--- src/rtl/cfg_pkg.sv ---
package cfg_pkg;
  localparam int T_W = 2;

  typedef enum logic [1:0] {
    MODE_PAR_LIVE = 2'd0,
    MODE_PAR_HELD = 2'd1,
    MODE_SER_LIVE = 2'd2,
    MODE_SER_HELD = 2'd3
  } cfg_mode_e;

  typedef enum logic [T_W-1:0] {
    TSEL_LOW  = 2'd0,
    TSEL_SER  = 2'd1,
    TSEL_FB   = 2'd2,
    TSEL_OUT  = 2'd3
  } test_sel_e;
endpackage

--- src/rtl/cfg_sync.sv ---
module cfg_sync #(
  parameter int WIDTH  = 1,
  parameter int STAGES = 2
) (
  input  logic             clk,
  input  logic             rst_n,
  input  logic [WIDTH-1:0] d,
  output logic [WIDTH-1:0] q
);
  logic [WIDTH-1:0] stage_q [STAGES];

  for (genvar s = 0; s < STAGES; s++) begin : g_stage
    logic [WIDTH-1:0] stage_d;
    if (s == 0) begin : g_first
      always_comb stage_d = d;
    end else begin : g_next
      always_comb stage_d = stage_q[s-1];
    end
    always_ff @(posedge clk or negedge rst_n) begin
      if (!rst_n) stage_q[s] <= '0;
      else        stage_q[s] <= stage_d;
    end
  end

  assign q = stage_q[STAGES-1];
endmodule

--- src/rtl/cfg_shift.sv ---
module cfg_shift #(
  parameter int M_W    = 9,
  parameter int N_W    = 2,
  parameter int NULL_W = 1
) (
  input  logic                    clk,
  input  logic                    rst_n,
  input  logic                    sclk_s,
  input  logic                    din_s,
  input  logic                    shift_en,
  output logic [M_W-1:0]          sr_m,
  output logic [N_W-1:0]          sr_n,
  output logic [cfg_pkg::T_W-1:0] sr_t,
  output logic                    sr_head
);
  localparam int T_W     = cfg_pkg::T_W;
  localparam int FRAME_W = T_W + NULL_W + N_W + M_W;
  localparam int N_LO    = M_W;
  localparam int T_LO    = M_W + N_W + NULL_W;

  logic               sclk_prev_q;
  logic               sclk_rise;
  logic               shift_go;
  logic [FRAME_W-1:0] sr_q;
  logic [FRAME_W-1:0] sr_d;

  always_comb begin
    sclk_rise = sclk_s & ~sclk_prev_q;
    shift_go  = sclk_rise & shift_en;
    sr_d      = sr_q;
    if (shift_go) sr_d = {sr_q[FRAME_W-2:0], din_s};
  end

  always_ff @(posedge clk or negedge rst_n) begin
    if (!rst_n) begin
      sclk_prev_q <= 1'b0;
      sr_q        <= '0;
    end else begin
      sclk_prev_q <= sclk_s;
      sr_q        <= sr_d;
    end
  end

  assign sr_m    = sr_q[M_W-1:0];
  assign sr_n    = sr_q[N_LO +: N_W];
  assign sr_t    = sr_q[T_LO +: T_W];
  assign sr_head = sr_q[0];

  // a qualified serial clock edge moves every stage up by one and loads the new bit
  assert_shift_order_R4: assert property (@(posedge clk) disable iff (!rst_n)
    shift_go |=> (sr_q[0] == $past(din_s)) &&
                 (sr_q[FRAME_W-1:1] == $past(sr_q[FRAME_W-2:0])));

  // with shifting disabled the frame register holds
  assert_frame_frozen_R12: assert property (@(posedge clk) disable iff (!rst_n)
    !shift_en |=> $stable(sr_q));
endmodule

--- src/rtl/cfg_ctrl.sv ---
module cfg_ctrl #(
  parameter int M_W = 9,
  parameter int N_W = 2
) (
  input  logic                    clk,
  input  logic                    rst_n,
  input  logic                    hold_s,
  input  logic                    xfer_s,
  input  logic [M_W-1:0]          pin_m,
  input  logic [N_W-1:0]          pin_n,
  input  logic [M_W-1:0]          sr_m,
  input  logic [N_W-1:0]          sr_n,
  input  logic [cfg_pkg::T_W-1:0] sr_t,
  output logic [M_W-1:0]          act_m,
  output logic [N_W-1:0]          act_n,
  output logic [cfg_pkg::T_W-1:0] act_t,
  output logic                    ser_owned
);
  import cfg_pkg::*;

  cfg_mode_e      mode_q, mode_d;
  logic           xfer_prev_q;
  logic           xfer_rise, xfer_fall;
  logic [M_W-1:0] held_m_q, held_m_d;
  logic [N_W-1:0] held_n_q, held_n_d;
  logic [T_W-1:0] held_t_q, held_t_d;

  always_comb begin
    xfer_rise = xfer_s & ~xfer_prev_q;
    xfer_fall = ~xfer_s & xfer_prev_q;
    mode_d    = mode_q;
    held_m_d  = held_m_q;
    held_n_d  = held_n_q;
    held_t_d  = held_t_q;
    if (!hold_s) begin
      mode_d = MODE_PAR_LIVE;
    end else begin
      case (mode_q)
        MODE_PAR_LIVE: begin
          held_m_d = pin_m;
          held_n_d = pin_n;
          mode_d   = xfer_rise ? MODE_SER_LIVE : MODE_PAR_HELD;
        end
        MODE_SER_LIVE: begin
          if (xfer_fall) begin
            held_m_d = sr_m;
            held_n_d = sr_n;
            held_t_d = sr_t;
            mode_d   = MODE_SER_HELD;
          end
        end
        default: begin
          if (xfer_rise) mode_d = MODE_SER_LIVE;
        end
      endcase
    end
  end

  always_ff @(posedge clk or negedge rst_n) begin
    if (!rst_n) begin
      mode_q      <= MODE_PAR_LIVE;
      xfer_prev_q <= 1'b0;
      held_m_q    <= '0;
      held_n_q    <= '0;
      held_t_q    <= '0;
    end else begin
      mode_q      <= mode_d;
      xfer_prev_q <= xfer_s;
      held_m_q    <= held_m_d;
      held_n_q    <= held_n_d;
      held_t_q    <= held_t_d;
    end
  end

  always_comb begin
    act_m = held_m_q;
    act_n = held_n_q;
    act_t = held_t_q;
    case (mode_q)
      MODE_PAR_LIVE: begin
        act_m = pin_m;
        act_n = pin_n;
      end
      MODE_SER_LIVE: begin
        act_m = sr_m;
        act_n = sr_n;
        act_t = sr_t;
      end
      default: ;
    endcase
  end

  assign ser_owned = (mode_q == MODE_SER_LIVE) || (mode_q == MODE_SER_HELD);

  // two consecutive cycles in the captured parallel state keep the values fixed
  assert_par_frozen_R2: assert property (@(posedge clk) disable iff (!rst_n)
    (mode_q == MODE_PAR_HELD && $past(mode_q) == MODE_PAR_HELD) |->
      ($stable(act_m) && $stable(act_n)));

  // a low strobe hands ownership back to the pins
  assert_par_release_R3: assert property (@(posedge clk) disable iff (!rst_n)
    !hold_s |=> (mode_q == MODE_PAR_LIVE));

  // the falling transfer strobe latches the frame fields
  assert_ser_latch_R6: assert property (@(posedge clk) disable iff (!rst_n)
    (mode_q == MODE_SER_LIVE && hold_s && xfer_fall) |=>
      (act_m == $past(sr_m)) && (act_n == $past(sr_n)) && (act_t == $past(sr_t)));
endmodule

--- src/rtl/cfg_test_mux.sv ---
module cfg_test_mux (
  input  logic                    sel_valid,
  input  logic [cfg_pkg::T_W-1:0] sel,
  input  logic                    clear_s,
  input  logic                    ser_bit,
  input  logic                    tap_fb,
  input  logic                    tap_out,
  output logic                    test_o
);
  import cfg_pkg::*;

  logic pick;

  always_comb begin
    case (test_sel_e'(sel))
      TSEL_SER: pick = ser_bit;
      TSEL_FB:  pick = tap_fb & ~clear_s;
      TSEL_OUT: pick = tap_out & ~clear_s;
      default:  pick = 1'b0;
    endcase
    test_o = sel_valid & pick;
  end
endmodule

--- src/rtl/synth_cfg_port.sv ---
module synth_cfg_port #(
  parameter int M_W         = 9,
  parameter int N_W         = 2,
  parameter int NULL_W      = 1,
  parameter int SYNC_STAGES = 2
) (
  input  logic           clk,
  input  logic           rst_n,
  input  logic           par_hold,
  input  logic [M_W-1:0] par_m,
  input  logic [N_W-1:0] par_n,
  input  logic           ser_din,
  input  logic           ser_clk,
  input  logic           ser_xfer,
  input  logic           div_clear,
  input  logic           tap_fb,
  input  logic           tap_out,
  output logic [M_W-1:0] act_m,
  output logic [N_W-1:0] act_n,
  output logic [1:0]     act_t,
  output logic           test_o
);
  localparam int T_W    = cfg_pkg::T_W;
  localparam int SYNC_W = 5 + N_W + M_W;

  logic [SYNC_W-1:0] raw_bus, sync_bus;
  logic              hold_s, sclk_s, xfer_s, din_s, clear_s;
  logic [M_W-1:0]    pin_m_s, sr_m;
  logic [N_W-1:0]    pin_n_s, sr_n;
  logic [T_W-1:0]    sr_t, act_t_w;
  logic              sr_head, ser_owned;

  assign raw_bus = {par_hold, ser_clk, ser_xfer, ser_din, div_clear, par_n, par_m};
  assign {hold_s, sclk_s, xfer_s, din_s, clear_s, pin_n_s, pin_m_s} = sync_bus;

  cfg_sync #(.WIDTH(SYNC_W), .STAGES(SYNC_STAGES)) u_sync (
    .clk(clk), .rst_n(rst_n), .d(raw_bus), .q(sync_bus));

  cfg_shift #(.M_W(M_W), .N_W(N_W), .NULL_W(NULL_W)) u_shift (
    .clk(clk), .rst_n(rst_n), .sclk_s(sclk_s), .din_s(din_s), .shift_en(hold_s),
    .sr_m(sr_m), .sr_n(sr_n), .sr_t(sr_t), .sr_head(sr_head));

  cfg_ctrl #(.M_W(M_W), .N_W(N_W)) u_ctrl (
    .clk(clk), .rst_n(rst_n), .hold_s(hold_s), .xfer_s(xfer_s),
    .pin_m(pin_m_s), .pin_n(pin_n_s), .sr_m(sr_m), .sr_n(sr_n), .sr_t(sr_t),
    .act_m(act_m), .act_n(act_n), .act_t(act_t_w), .ser_owned(ser_owned));

  cfg_test_mux u_mux (
    .sel_valid(ser_owned), .sel(act_t_w), .clear_s(clear_s), .ser_bit(sr_head),
    .tap_fb(tap_fb), .tap_out(tap_out), .test_o(test_o));

  assign act_t = act_t_w;

  // TEST is quiet whenever the parallel path owns the values
  assert_test_quiet_R9: assert property (@(posedge clk) disable iff (!rst_n)
    !ser_owned |-> !test_o);

  // select code 00 always yields a low TEST
  assert_test_low_sel_R8: assert property (@(posedge clk) disable iff (!rst_n)
    (act_t == 2'b00) |-> !test_o);

  // while clear is high, the tap selections cannot drive TEST high
  assert_clear_masks_R10: assert property (@(posedge clk) disable iff (!rst_n)
    (clear_s && act_t[1]) |-> !test_o);
endmodule

--- config.mk ---
export PLATFORM = sky130hd
export DESIGN_NAME = synth_cfg_port
export DESIGN_NICKNAME = d
export VERILOG_FILES = /design/src/rtl/cfg_pkg.sv /design/src/rtl/cfg_sync.sv /design/src/rtl/cfg_shift.sv /design/src/rtl/cfg_ctrl.sv /design/src/rtl/cfg_test_mux.sv /design/src/rtl/synth_cfg_port.sv
export SDC_FILE = /design/constraint.sdc
export NUM_CORES = 1
export LEC_CHECK = 0
export BUFFER_PORTS_ARGS = -buffer_cell sky130_fd_sc_hd__buf_2
export CAP_MARGIN = 20
export CORE_MARGIN = 2
export CORE_UTILIZATION = 50
export DETAILED_ROUTE_END_ITERATION = 6
export PLACE_DENSITY = 0.8
export SETUP_SLACK_MARGIN = 0.02
export SLEW_MARGIN = 40
export SYNTH_ARGS = -nofsm -noshare
export SYNTH_HDL_FRONTEND = slang
export SYNTH_SLANG_ARGS = --single-unit
--- constraint.sdc ---
create_clock -name clk -period 1.5 [get_ports clk]
set_input_delay 0.3 -clock clk [delete_from_list [all_inputs] [get_ports clk]]
set_output_delay 0.3 -clock clk [all_outputs]
set_load 0.1 [all_outputs]
-- Word level (Yosys, flattened, before mapping)
Index checks and enable logic that the tools add are counted.
- bits of input ports: 20
- output and inout bits: 14
- flip-flop bits (word level): 63
- word-level logic and storage cells: 47
- multiplexer cells: 13
- eq/ne operators: 8
- reduce and logical (&&, ||, !) cells: 6
- bitwise logic cells: 11
- operator list (operator ; number):
    $pmux 9 s2 ; 2
    $mux 2 ; 6
    $pmux 2 s2 ; 3
    $mux 9 ; 1
    $eq 2x2->1 const B ; 4
    $and 1x1->1 ; 7
    $reduce_and 3->1 ; 2
    $ne 4x1->1 const B ; 1
    $not 1->1 ; 4
    $ne 3x2->1 const B ; 1
    $pmux 1 s3 ; 1
    $eq 2x1->1 const B ; 1
    $logic_not 2->1 ; 1
    $ne 2x1->1 const B ; 1
    $reduce_and 2->1 ; 1
    $reduce_bool 2->1 ; 1
    $logic_or 1x1->1 ; 1

-- Longest topological paths before layout
Gate-level depths: netlist of the first run.
- depth after elaboration: 5
- depth in mapped cells: 6
- gate-level depth less buffers: 4

-- By module
A second synthesis of the first run with hierarchy kept.
- cell total of the unflattened synthesis: 175
- area, all modules: 2611.3 um2
- by module, submodules not included (module ; cells an instance ; seq. area each (um2) ; area each (um2) ; instances):
    cfg_ctrl ; 94 ; 400.4 ; 1077.3 ; 1
    cfg_sync ; 32 ; 800.8 ; 800.8 ; 1
    cfg_shift ; 44 ; 375.4 ; 699.4 ; 1
    cfg_test_mux ; 5 ; 0.0 ; 33.8 ; 1

-- Worst setup path before layout of the first run
OpenSTA, ideal clock, no wires.
- kind: register to output
- start point: register u_ctrl.mode_q[1]
- end point: output port act_m[1]
- data required time: 1.200 ns
- arrival: 2.915 ns
- cell stages (with the launch flop): 5
- setup slack: -1.715 ns
- buffers on the path: 2
- cells stage by stage: dfrtp_1 buf_6 buf_2 mux2i_1 o21ai_0
- longest elaborated chain between the ends: 2
- elaborated cells on any way between the ends: 3
- classes of those cells: eq/ne: 1; mux: 1; reduce/logical: 1
- RTL lines (what ; RTL line ; source):
    start: declaration ; cfg_ctrl.sv:21 ; cfg_mode_e mode_q, mode_d;
    start signal: assignment ; cfg_ctrl.sv:67 ; mode_q <= mode_d;
    $eq 2x2->1 / $logic_not 2->1 (equally long branches) ; cfg_ctrl.sv:79 ; case (mode_q)
    $pmux 9 s2 * ; cfg_ctrl.sv:79 ;
    end: declaration ; synth_cfg_port.sv:18 ; output logic [M_W-1:0] act_m,
Every way passes the cells marked *; elsewhere a longest branch is shown, timed or not.

-- Worst setup path in the final report of the first run
- start point: register u_ctrl.mode_q[0]
- end point: output port test_o
- longest elaborated chain between the ends: 5
- elaborated cells on any way between the ends: 9
- classes of those cells: eq/ne: 5; mux: 2; bitwise: 1; reduce/logical: 1
- RTL lines (what ; RTL line ; source):
    $eq 2x2->1 ; cfg_ctrl.sv:79, cfg_ctrl.sv:93 ;
    $mux 2 ; cfg_ctrl.sv:79 ;
    $eq 2x2->1 / $eq 2x1->1 (equally long branches) ; cfg_test_mux.sv:15 ; case (test_sel_e'(sel))
    $pmux 1 s3 ; cfg_test_mux.sv:15 ;
    $and 1x1->1 * ; cfg_test_mux.sv:21 ; test_o = sel_valid & pick;
    end: declaration ; synth_cfg_port.sv:21 ; output logic test_o
Marks and branches as above.

==> results of run 1 <==
==> synth_stat cells (all sizes together) <==
| master | count | area share, % |
|---|---|---|
| and3b | 1 | 0.36 |
| nor2 | 11 | 1.7 |
| clkbuf | 3 | 0.47 |
| buf | 6 | 1.9 |
| o211ai | 1 | 0.52 |
| maj3 | 1 | 0.47 |
| dfrtp | 63 | 66 |
| inv | 4 | 0.62 |
| a21oi | 14 | 3.1 |
| mux2i | 23 | 9.6 |
| nor3b | 1 | 0.31 |
| or3 | 1 | 0.47 |
| mux2 | 18 | 8.9 |
| nor2b | 3 | 0.78 |
| nand2b | 2 | 0.52 |
| nand3b | 1 | 0.31 |
| nand2 | 11 | 1.7 |
| o21ai | 13 | 2.7 |
==> worst reg2reg max path, stage by stage, from the launching register on <==
cell and delay (ns):
dfrtp_1 0.42, buf_6 0.15, buf_8 0.14, nand2b_4 0.15, or3_4 0.38, mux2_4 0.31
==> cells by family (layout without fill, tap and decap cells) <==
group / after synthesis / in the layout / synth area share (%)
simple gates: 31 / 31 / 6.19
buf+inv: 13 / 75 / 2.97
mux: 41 / 41 / 18.5
compound gates: 28 / 28 / 6.30
flops: 63 / 63 / 65.6
fa+ha+maj: 1 / 1 / 0.468
==> flip-flops by register name (all words and copies together), names as in the netlist <==
register	flops
u_sync.g_stage.stage_d	16
u_ctrl.mode_q	2
u_shift.sr_q	14
u_ctrl.held_n_q	2
u_shift.sclk_prev_q	1
u_ctrl.held_m_q	9
u_ctrl.held_t_q	2
u_ctrl.xfer_prev_q	1
u_sync.q	16
==> metal layers <==
metal | part of all wire (%) | global-route usage (%) | vias up | routed length, microns
met1 | 43 | 24.9 | 777 | 2010
met4 | 2.0 | 10.7 | 0 | 95
met5 | 0 | 0 | - | 0
met2 | 50 | 30.2 | 52 | 2360
li1 | - | - | 715 | -
met3 | 5.1 | 5.62 | 10 | 240
==> power by group through the flow <==
stage | registers [W] | logic (W) | clock network (W)
2_1_floorplan | 0.00204 | 0.000764 | 0
3_3_place_gp | 0.00208 | 0.00112 | 0
3_5_place_dp | 0.00209 | 0.00114 | 0
4_1_cts | 0.00208 | 0.00120 | 0.00197
5_1_grt | 0.00212 | 0.00129 | 0.00205
6_report | 0.00209 | 0.00122 | 0.00194
==> per-stage QoR <==
| step | TNS, ns | setup slack, ns |
|---|---|---|
| after CTS | -5.44 | -0.508 |
| after floorplan | -5.00 | -0.707 |
| after global placement | -0.723 | -0.218 |
| after global routing | -6.36 | -0.627 |
| final | -5.56 | -0.555 |
| after detailed placement | -1.13 | -0.261 |
==> timing repair <==
action / in CTS / in global routing
endpoints found under the hold margin: 63 / 0
pin swaps: 3 / 3
hold buffers: 1 / 0
endpoints found under the setup margin: 16 / 27
gates cloned: 1 / 1
setup buffers: 2 / 3
gates resized for setup: 23 / 21
==> area by class of cell <==
cell class / count / area share (%)
well taps: 54 / 1.92
inverters: 4 / 0.426
clock buffers: 9 / 3.52
clock inverters: 7 / 4.09
multi-input cells: 101 / 26.9
flip-flops and latches: 63 / 44.8
repair buffers: 55 / 18.4
==> worst min-delay path by stage <==
| stage | startpoint | to | depth (start not counted) |
|---|---|---|---|
| 2_1_floorplan | rst_n | u_ctrl.held_m_q[0]$_DFFE_PN0P_ | 0 |
| 4_1_cts | par_m[1] | u_sync.g_stage[1].stage_d[1]$_DFF_PN0_ | 1 |
| 5_1_grt | par_m[6] | u_sync.g_stage[1].stage_d[6]$_DFF_PN0_ | 1 |
| 6_report | par_m[1] | u_sync.g_stage[1].stage_d[1]$_DFF_PN0_ | 1 |
| 3_5_place_dp | rst_n | u_sync.q[11]$_DFF_PN0_ | 2 |
| 3_3_place_gp | u_sync.g_stage[1].stage_d[6]$_DFF_PN0_ | u_sync.q[6]$_DFF_PN0_ | 0 |
==> results.ini, run 1 <==
[placement]
io_buffers=33
place_area_sq_mm=0.00304
placed_cells=271
place.gp.congestion=0.722
dp_hpwl_mm=2.67

[worst_setup_path]
cp-endpoint=test_o
startpoint=u_ctrl.mode_q[0]$_DFFE_PN0P_
crit_path_top_delay_cell=dfrtp_1
cp_slowest_stage_delay_ns=0.42
critPathTopFamily=flip-flops
cp.required_ns=1.20
timing.rr.end=u_ctrl.held_t_q[0]$_DFFE_PN0P_
worst-path-buf-inv=1
path_cells=nor2b_4 > mux2i_2 > o211ai_2 > a21oi_4 > buf_12
r2r_cells=5
end_kind=primary output
critical_path_class=flop to primary output
path_max_fanout=5
path_depth=5
setup.worst_path.start_class=flop
arrival_ns=1.75
r2r_start=u_ctrl.mode_q[0]$_DFFE_PN0P_
r2r_slack_ns=-0.16

[die]
start_util_pct=51.2
rows=25
die_w_microns=73.3
io_pins=34
die_y_microns=73.3
dieArea_sq_mm=0.00538
fp.coreArea_sq_mm=0.00469

[power_and_ir_drop]
comb_power_share_pct=23.3
fin_total_pwr_w=0.00525
leakagePower_nw=1.57
irDropWorstVdd_uv=1220
swShare_pct=29.7
p_int_w=0.00369
power_frac_seq_pct=39.8
switching_power_w=0.00156
clkPwrFrac_pct=36.9
p_per_area_mw_per_mm2=1490

[global_routing]
grt_max_degree=64
grt_overflow_total=0
grt_pass1_vias=1583
track_usage_pct=19.5
grt_pass1_wl_mm=7.51
antenna_found_initial=0

[drt]
via_count=1554
viasPerCell=5.30
remaining_drc_errors=0
drt_iter0_markers=118
firstDrtPassIters=4
drt_wl_total_mm=4.71
antenna_left=0
wire_per_inst_microns=16.1

[final_layout]
mostFrequentLayoutCell=dfrtp_1
multi_input_area_sq_um=947
utilization_pct=75.0
layout-drive-gt1-share_pct=44.8
area_growth_pct=46.5
final_cell_mix=dfrtp_1 (63), buf_2 (19), buf_12 (18)
diodes=0
nets=254
final_area_sq_mm=0.00352
final_cells=293
fill_cells=288
seqCellArea_sq_mm=0.00158

[synthesis]
syn_avg_cell_area_sq_um=13.6
yosysUniqueCellTypes=24
syn_area_sq_mm=0.00240
synth_fp_nets=197
ys_warn_count=0
seq_area_frac_synth_pct=65.6
synth-seq-cells=63
syn_inst=177

[timing]
worstMarginPinSlew_ns=0.325
hold_slack_ns=0.0606
slew_viol_final=0
fin_crit_sh_pct=137
grt_setup_unrepaired=true
max_freq_mhz=487
fin_crit_ns=2.05
fin_skew_ns=0.0103
hold_viol=0
final-setup-viol-count=16
setup_ws_ns=-0.555
max_slew_margin_pct=78.4

[clock_tree]
htreeDepth=3
clkLatencyLatePin_ns=0.34
clk_pin_slew_worst_paths_ns=0.07
clockRootBuffer=clkbuf_8
clock_sinks=63
cts_tree=done
clk_path_buf_depth=2
cts_buffers=9

[hold_path]
hp-class=primary input to flop

[status]
outcome=complete, but fails checks
failed_checks=negative setup slack

[flow_run]
max-cap-violations=0

(Power assumes the default switching activity.)
==> inputs of run 2 (changes only) <==
--- a/config.mk
+++ b/config.mk
@@ -11,6 +11,7 @@
 export CORE_UTILIZATION = 50
 export DETAILED_ROUTE_END_ITERATION = 6
 export PLACE_DENSITY = 0.8
+export REMOVE_ABC_BUFFERS = 1
 export SETUP_SLACK_MARGIN = 0.02
 export SLEW_MARGIN = 40
 export SYNTH_ARGS = -nofsm -noshare
==> run 2 against run 1 <==
Compared with the run above:
- the run still ends with negative setup slack left
- first-iteration DRC count fell by 47%
- via count fell by 3.0%
- utilization fell by 5.2 points
- flip-flop and latch count did not move
- global-route usage fell by 0.50 points
- total power fell by 11%
==> results.ini, run 2 (synthesis gave the netlist of run 1 again) <==
[status]
outcome=complete, but fails checks
failed_checks=negative setup slack

[die]
io_pins=34
start_util_pct=51.2
rows=25
dieArea_sq_mm=0.00538
fp.coreArea_sq_mm=0.00469
die_w_microns=73.3
die_y_microns=73.3

[worst_setup_path]
cp.required_ns=1.20
end_kind=primary output
path_max_fanout=5
crit_path_top_delay_cell=dfrtp_1
cp_slowest_stage_delay_ns=0.41
path_cells=nor2b_4 > mux2i_2 > o211ai_2 > a21oi_2 > buf_12
critical_path_class=flop to primary output
arrival_ns=1.67
setup.worst_path.start_class=flop
r2r_slack_ns=-0.16

[timing]
worstMarginPinSlew_ns=0.322
fin_crit_sh_pct=131
max_freq_mhz=508
setup_ws_ns=-0.467
fin_skew_ns=0.00672
final-setup-viol-count=16
fin_crit_ns=1.97
slew_viol_final=0
hold_viol=0
max_slew_margin_pct=78.5
timing.setup.tns_ns=-5.28
grt_setup_unrepaired=true

[final_layout]
fill_cells=308
mostFrequentLayoutCell=dfrtp_1
utilization_pct=69.9
area_growth_pct=36.4
nets=255
final_cells=293
final_cell_mix=dfrtp_1 (63), mux2i_1 (20), buf_2 (19)
layout-drive-gt1-share_pct=38.9
diodes=0

[placement]
dp_slack_ns=-0.184
dp_hpwl_mm=2.72
place.gp.congestion=0.735
io_buffers=33
placed_cells=274

[drt]
drt_iter0_markers=62
viasPerCell=5.15
remaining_drc_errors=0
via_count=1508
wire_per_inst_microns=15.6
firstDrtPassIters=4
antenna_left=0
drt_wl_total_mm=4.58

[global_routing]
grt_pass1_wl_mm=7.30
grt_pass1_vias=1549
grt_overflow_total=0
grt_max_degree=64
track_usage_pct=19.0
antenna_found_initial=0

[clock_tree]
clk_pin_slew_worst_paths_ns=0.06
clock_sinks=63
clkLatencyLatePin_ns=0.33
cts_tree=done
clockRootBuffer=clkbuf_8
clk_path_buf_depth=2
htreeDepth=3
cts_buffers=9

[power_and_ir_drop]
p_per_area_mw_per_mm2=1420
irDropWorstVdd_uv=912
leakagePower_nw=1.51

[flow_run]
max-cap-violations=0

[hold_path]
hp-class=primary input to flop

==> run 2: changes by cell type in the layout (fill, tap and decap cells not counted), sizes merged <==
cell and delta:
buf +1, clkbuf +3, clkinv +2, inv -1, clkinvlp -2, bufinv -3
==> run 2: timing repair <==
action / 4_1_cts / 5_1_grt
hold buffers: 1 / 0
endpoints found under the hold margin: 63 / 0
buffers inserted: 1 / 1
pin swaps: 2 / 1
cloned: 0 / 1
gates resized for setup: 22 / 19
setup endpoints to repair: 16 / 27
==> run 2: worst paths after layout <==
check	from	endpoint	cells after the start
max in group asynchronous	rst_n	u_shift.sr_q[3]$_DFFE_PN0P_	3
worst max-delay path	u_ctrl.mode_q[0]$_DFFE_PN0P_	test_o	5
min in group asynchronous	rst_n	u_sync.g_stage[1].stage_d[11]$_DFF_PN0_	3
worst min register to register	u_sync.g_stage[1].stage_d[13]$_DFF_PN0_	u_sync.q[13]$_DFF_PN0_	0
worst min-delay path	par_m[7]	u_sync.g_stage[1].stage_d[7]$_DFF_PN0_	1
worst max register to register	u_ctrl.mode_q[0]$_DFFE_PN0P_	u_ctrl.held_t_q[0]$_DFFE_PN0P_	5
==> run 2: cell type report <==
| cell class | count | area [sq um] | share of cell area (%) |
|---|---|---|---|
| Sequential cell | 63 | 1580 | 48.1 |
| Multi-Input combinational cell | 101 | 828 | 25.3 |
| Inverter | 4 | 15.0 | 0.458 |
| Clock inverter | 3 | 43.8 | 1.34 |
| Clock buffer | 12 | 145 | 4.43 |
| Timing Repair Buffer | 56 | 602 | 18.4 |
| Tap cell | 54 | 67.6 | 2.06 |
==> run 2: routing by layer <==
metal | GRT usage [%] | routed length [microns]
met2 | 29.7 | 2370
met3 | 9.47 | 243
met1 | 22.6 | 1910
met5 | 0 | 0
met4 | 7.47 | 51
==> run 2: worst max-delay path, delay by kind of cell, from the launching register on <==
kind / cells / cell delay, ns
compound gates: 2 / 0.28
simple gates: 1 / 0.19
mux: 1 / 0.26
flops: 1 / 0.41
buf+inv: 1 / 0.19
==> run 2: report_power, final <==
| part | switching (W) | internal [W] | total (W) |
|---|---|---|---|
| logic | 0.000681 | 0.000499 | 0.00118 |
| registers | 0.000170 | 0.00191 | 0.00208 |
| clock network | 0.000589 | 0.000804 | 0.00139 |
==> run 2: per-stage QoR <==
stage                     hold WS (ns)  total power, W  cell area (sq um)
final                           0.0714         0.00465               3280
after global routing            0.0442         0.00487               3280
after CTS                       0.0522         0.00465               3200
after detailed placement         0.332         0.00320               2950
after global placement           0.330         0.00316               2950
after floorplan                0.00441         0.00270               2350
==> inputs of run 3 (changes only) <==
--- a/config.mk
+++ b/config.mk
@@ -10,6 +10,7 @@
 export CORE_MARGIN = 2
 export CORE_UTILIZATION = 50
 export DETAILED_ROUTE_END_ITERATION = 6
+export MAX_ROUTING_LAYER = met4
 export PLACE_DENSITY = 0.8
 export REMOVE_ABC_BUFFERS = 1
 export SETUP_SLACK_MARGIN = 0.02
==> run 3 against run 2 <==
Compared with the run above:
- the flow still finishes with violations (negative setup slack)
- utilization stayed put
- routed wire length is 0.22% higher
- sequential power hardly changed
- sequential share of layout area stayed put
- first-iteration DRC count is 9.7% higher
- die area stayed put
- total power hardly changed
==> results.ini, run 3 (synthesis gave the netlist of run 1 again) <==
[die]
dieArea_sq_mm=0.00538
die_w_microns=73.3
io_pins=34
start_util_pct=51.2
fp.coreArea_sq_mm=0.00469
rows=25
die_y_microns=73.3

[placement]
dp_hpwl_mm=2.72
placed_cells=274
io_buffers=33
place.gp.congestion=0.744

[final_layout]
diodes=0
fill_cells=308
mostFrequentLayoutCell=dfrtp_1
final_cell_mix=dfrtp_1 (63), mux2i_1 (20), buf_2 (19)
layout-drive-gt1-share_pct=38.9
nets=255
area_growth_pct=36.4
final_cells=293

[worst_setup_path]
crit_path_top_delay_cell=dfrtp_1
cp_slowest_stage_delay_ns=0.41
end_kind=primary output
setup.worst_path.start_class=flop
critical_path_class=flop to primary output
path_cells=nor2b_4 > mux2i_2 > o211ai_2 > a21oi_2 > buf_12
cp.required_ns=1.20
arrival_ns=1.67
path_max_fanout=5

[clock_tree]
clkLatencyLatePin_ns=0.33
htreeDepth=3
clockRootBuffer=clkbuf_8
clk_path_buf_depth=2
clock_sinks=63
cts_tree=done
clk_pin_slew_worst_paths_ns=0.06
cts_buffers=9

[global_routing]
grt_max_degree=64
grt_pass1_vias=1542
grt_pass1_wl_mm=7.29
antenna_found_initial=0
grt_overflow_total=0
track_usage_pct=19.6

[timing]
setup_ws_ns=-0.470
grt_setup_unrepaired=true
max_slew_margin_pct=78.8
hold_viol=0
fin_crit_sh_pct=131
fin_crit_ns=1.97
fin_skew_ns=0.00661
slew_viol_final=0
worstMarginPinSlew_ns=0.318
final-setup-viol-count=16
max_freq_mhz=508
timing.setup.tns_ns=-5.27

[power_and_ir_drop]
p_per_area_mw_per_mm2=1420
leakagePower_nw=1.51
irDropWorstVdd_uv=912

[hold_path]
hp-class=primary input to flop

[drt]
drt_wl_total_mm=4.59
viasPerCell=5.16
via_count=1513
remaining_drc_errors=0
wire_per_inst_microns=15.7
firstDrtPassIters=4
drt_iter0_markers=68
antenna_left=0

[status]
failed_checks=negative setup slack
outcome=complete, but fails checks

[flow_run]
max-cap-violations=0

## run 3: cell counts in the layout (fill, tap and decap cells not counted)
Identical to the previous run, type by type.
## run 3: critical path, delay by kind of cell (launching register included)
kind	cells	cell delay [ns]
AOI/OAI and AO/OA	2	0.28
buffers and inverters	1	0.19
DFF	1	0.41
and+or+nand+nor	1	0.19
muxes	1	0.26
## run 3: area by class of cell
cell class	instances	area, sq um	share of cell area (%)
clock buffer	12	145	4.43
clock inverter	3	43.8	1.34
inverter	4	15.0	0.458
multi-input combinational	101	828	25.3
sequential	63	1580	48.1
tap	54	67.6	2.06
timing repair buffer	56	602	18.4
## run 3: what timing repair did
item                                    in CTS  in global routing
endpoints found under the hold margin       63                  0
hold buffers                                 1                  0
cloned                                       0                  1
pin swaps                                    2                  1
resized for setup                           22                 19
endpoints found under the setup margin      16                 27
buffers inserted                             1                  1
## run 3: metal layers
layer	GRT usage, %	up-vias	routed length (microns)
met5	-	-	0
met4	7.47	0	87
met3	9.33	9	253
met2	29.7	46	2340
met1	22.6	736	1910
li1	-	722	-
## run 3: power by group
group | internal, W | total [W] | switching [W]
registers | 0.00191 | 0.00208 | 0.000170
logic | 0.000499 | 0.00118 | 0.000681
clock network | 0.000804 | 0.00139 | 0.000589
total | 0.00321 | 0.00465 | 0.00144
## run 3: final timing paths
check                                                         from                                 endpoint  cells after the start  slack (ns)
setup / recovery                      u_ctrl.mode_q[0]$_DFFE_PN0P_                                   test_o                      5       -0.47
hold / removal                                            par_m[7]   u_sync.g_stage[1].stage_d[7]$_DFF_PN0_                      1        0.07
setup reg to reg                      u_ctrl.mode_q[0]$_DFFE_PN0P_           u_ctrl.held_t_q[0]$_DFFE_PN0P_                      5       -0.16
hold reg to reg            u_sync.g_stage[1].stage_d[13]$_DFF_PN0_                   u_sync.q[13]$_DFF_PN0_                      0        0.34
max in group asynchronous                                    rst_n                    u_sync.q[4]$_DFF_PN0_                      3        0.72
min in group asynchronous                                    rst_n  u_sync.g_stage[1].stage_d[11]$_DFF_PN0_                      3        0.52
## run 3: stage by stage
stage | hold slack, ns | setup slack [ns] | utilization (%) | area (sq um) | power [W]
finish | 0.0713 | -0.470 | 69.9 | 3280 | 0.00465
global route | 0.0442 | -0.584 | 69.9 | 3280 | 0.00487
CTS | 0.0522 | -0.481 | 68.3 | 3200 | 0.00465
detailed placement | 0.332 | -0.184 | 62.8 | 2950 | 0.00320
global placement | 0.330 | -0.151 | 62.8 | 2950 | 0.00316
floorplan | 0.00441 | -2.11 | - | 2350 | 0.00270
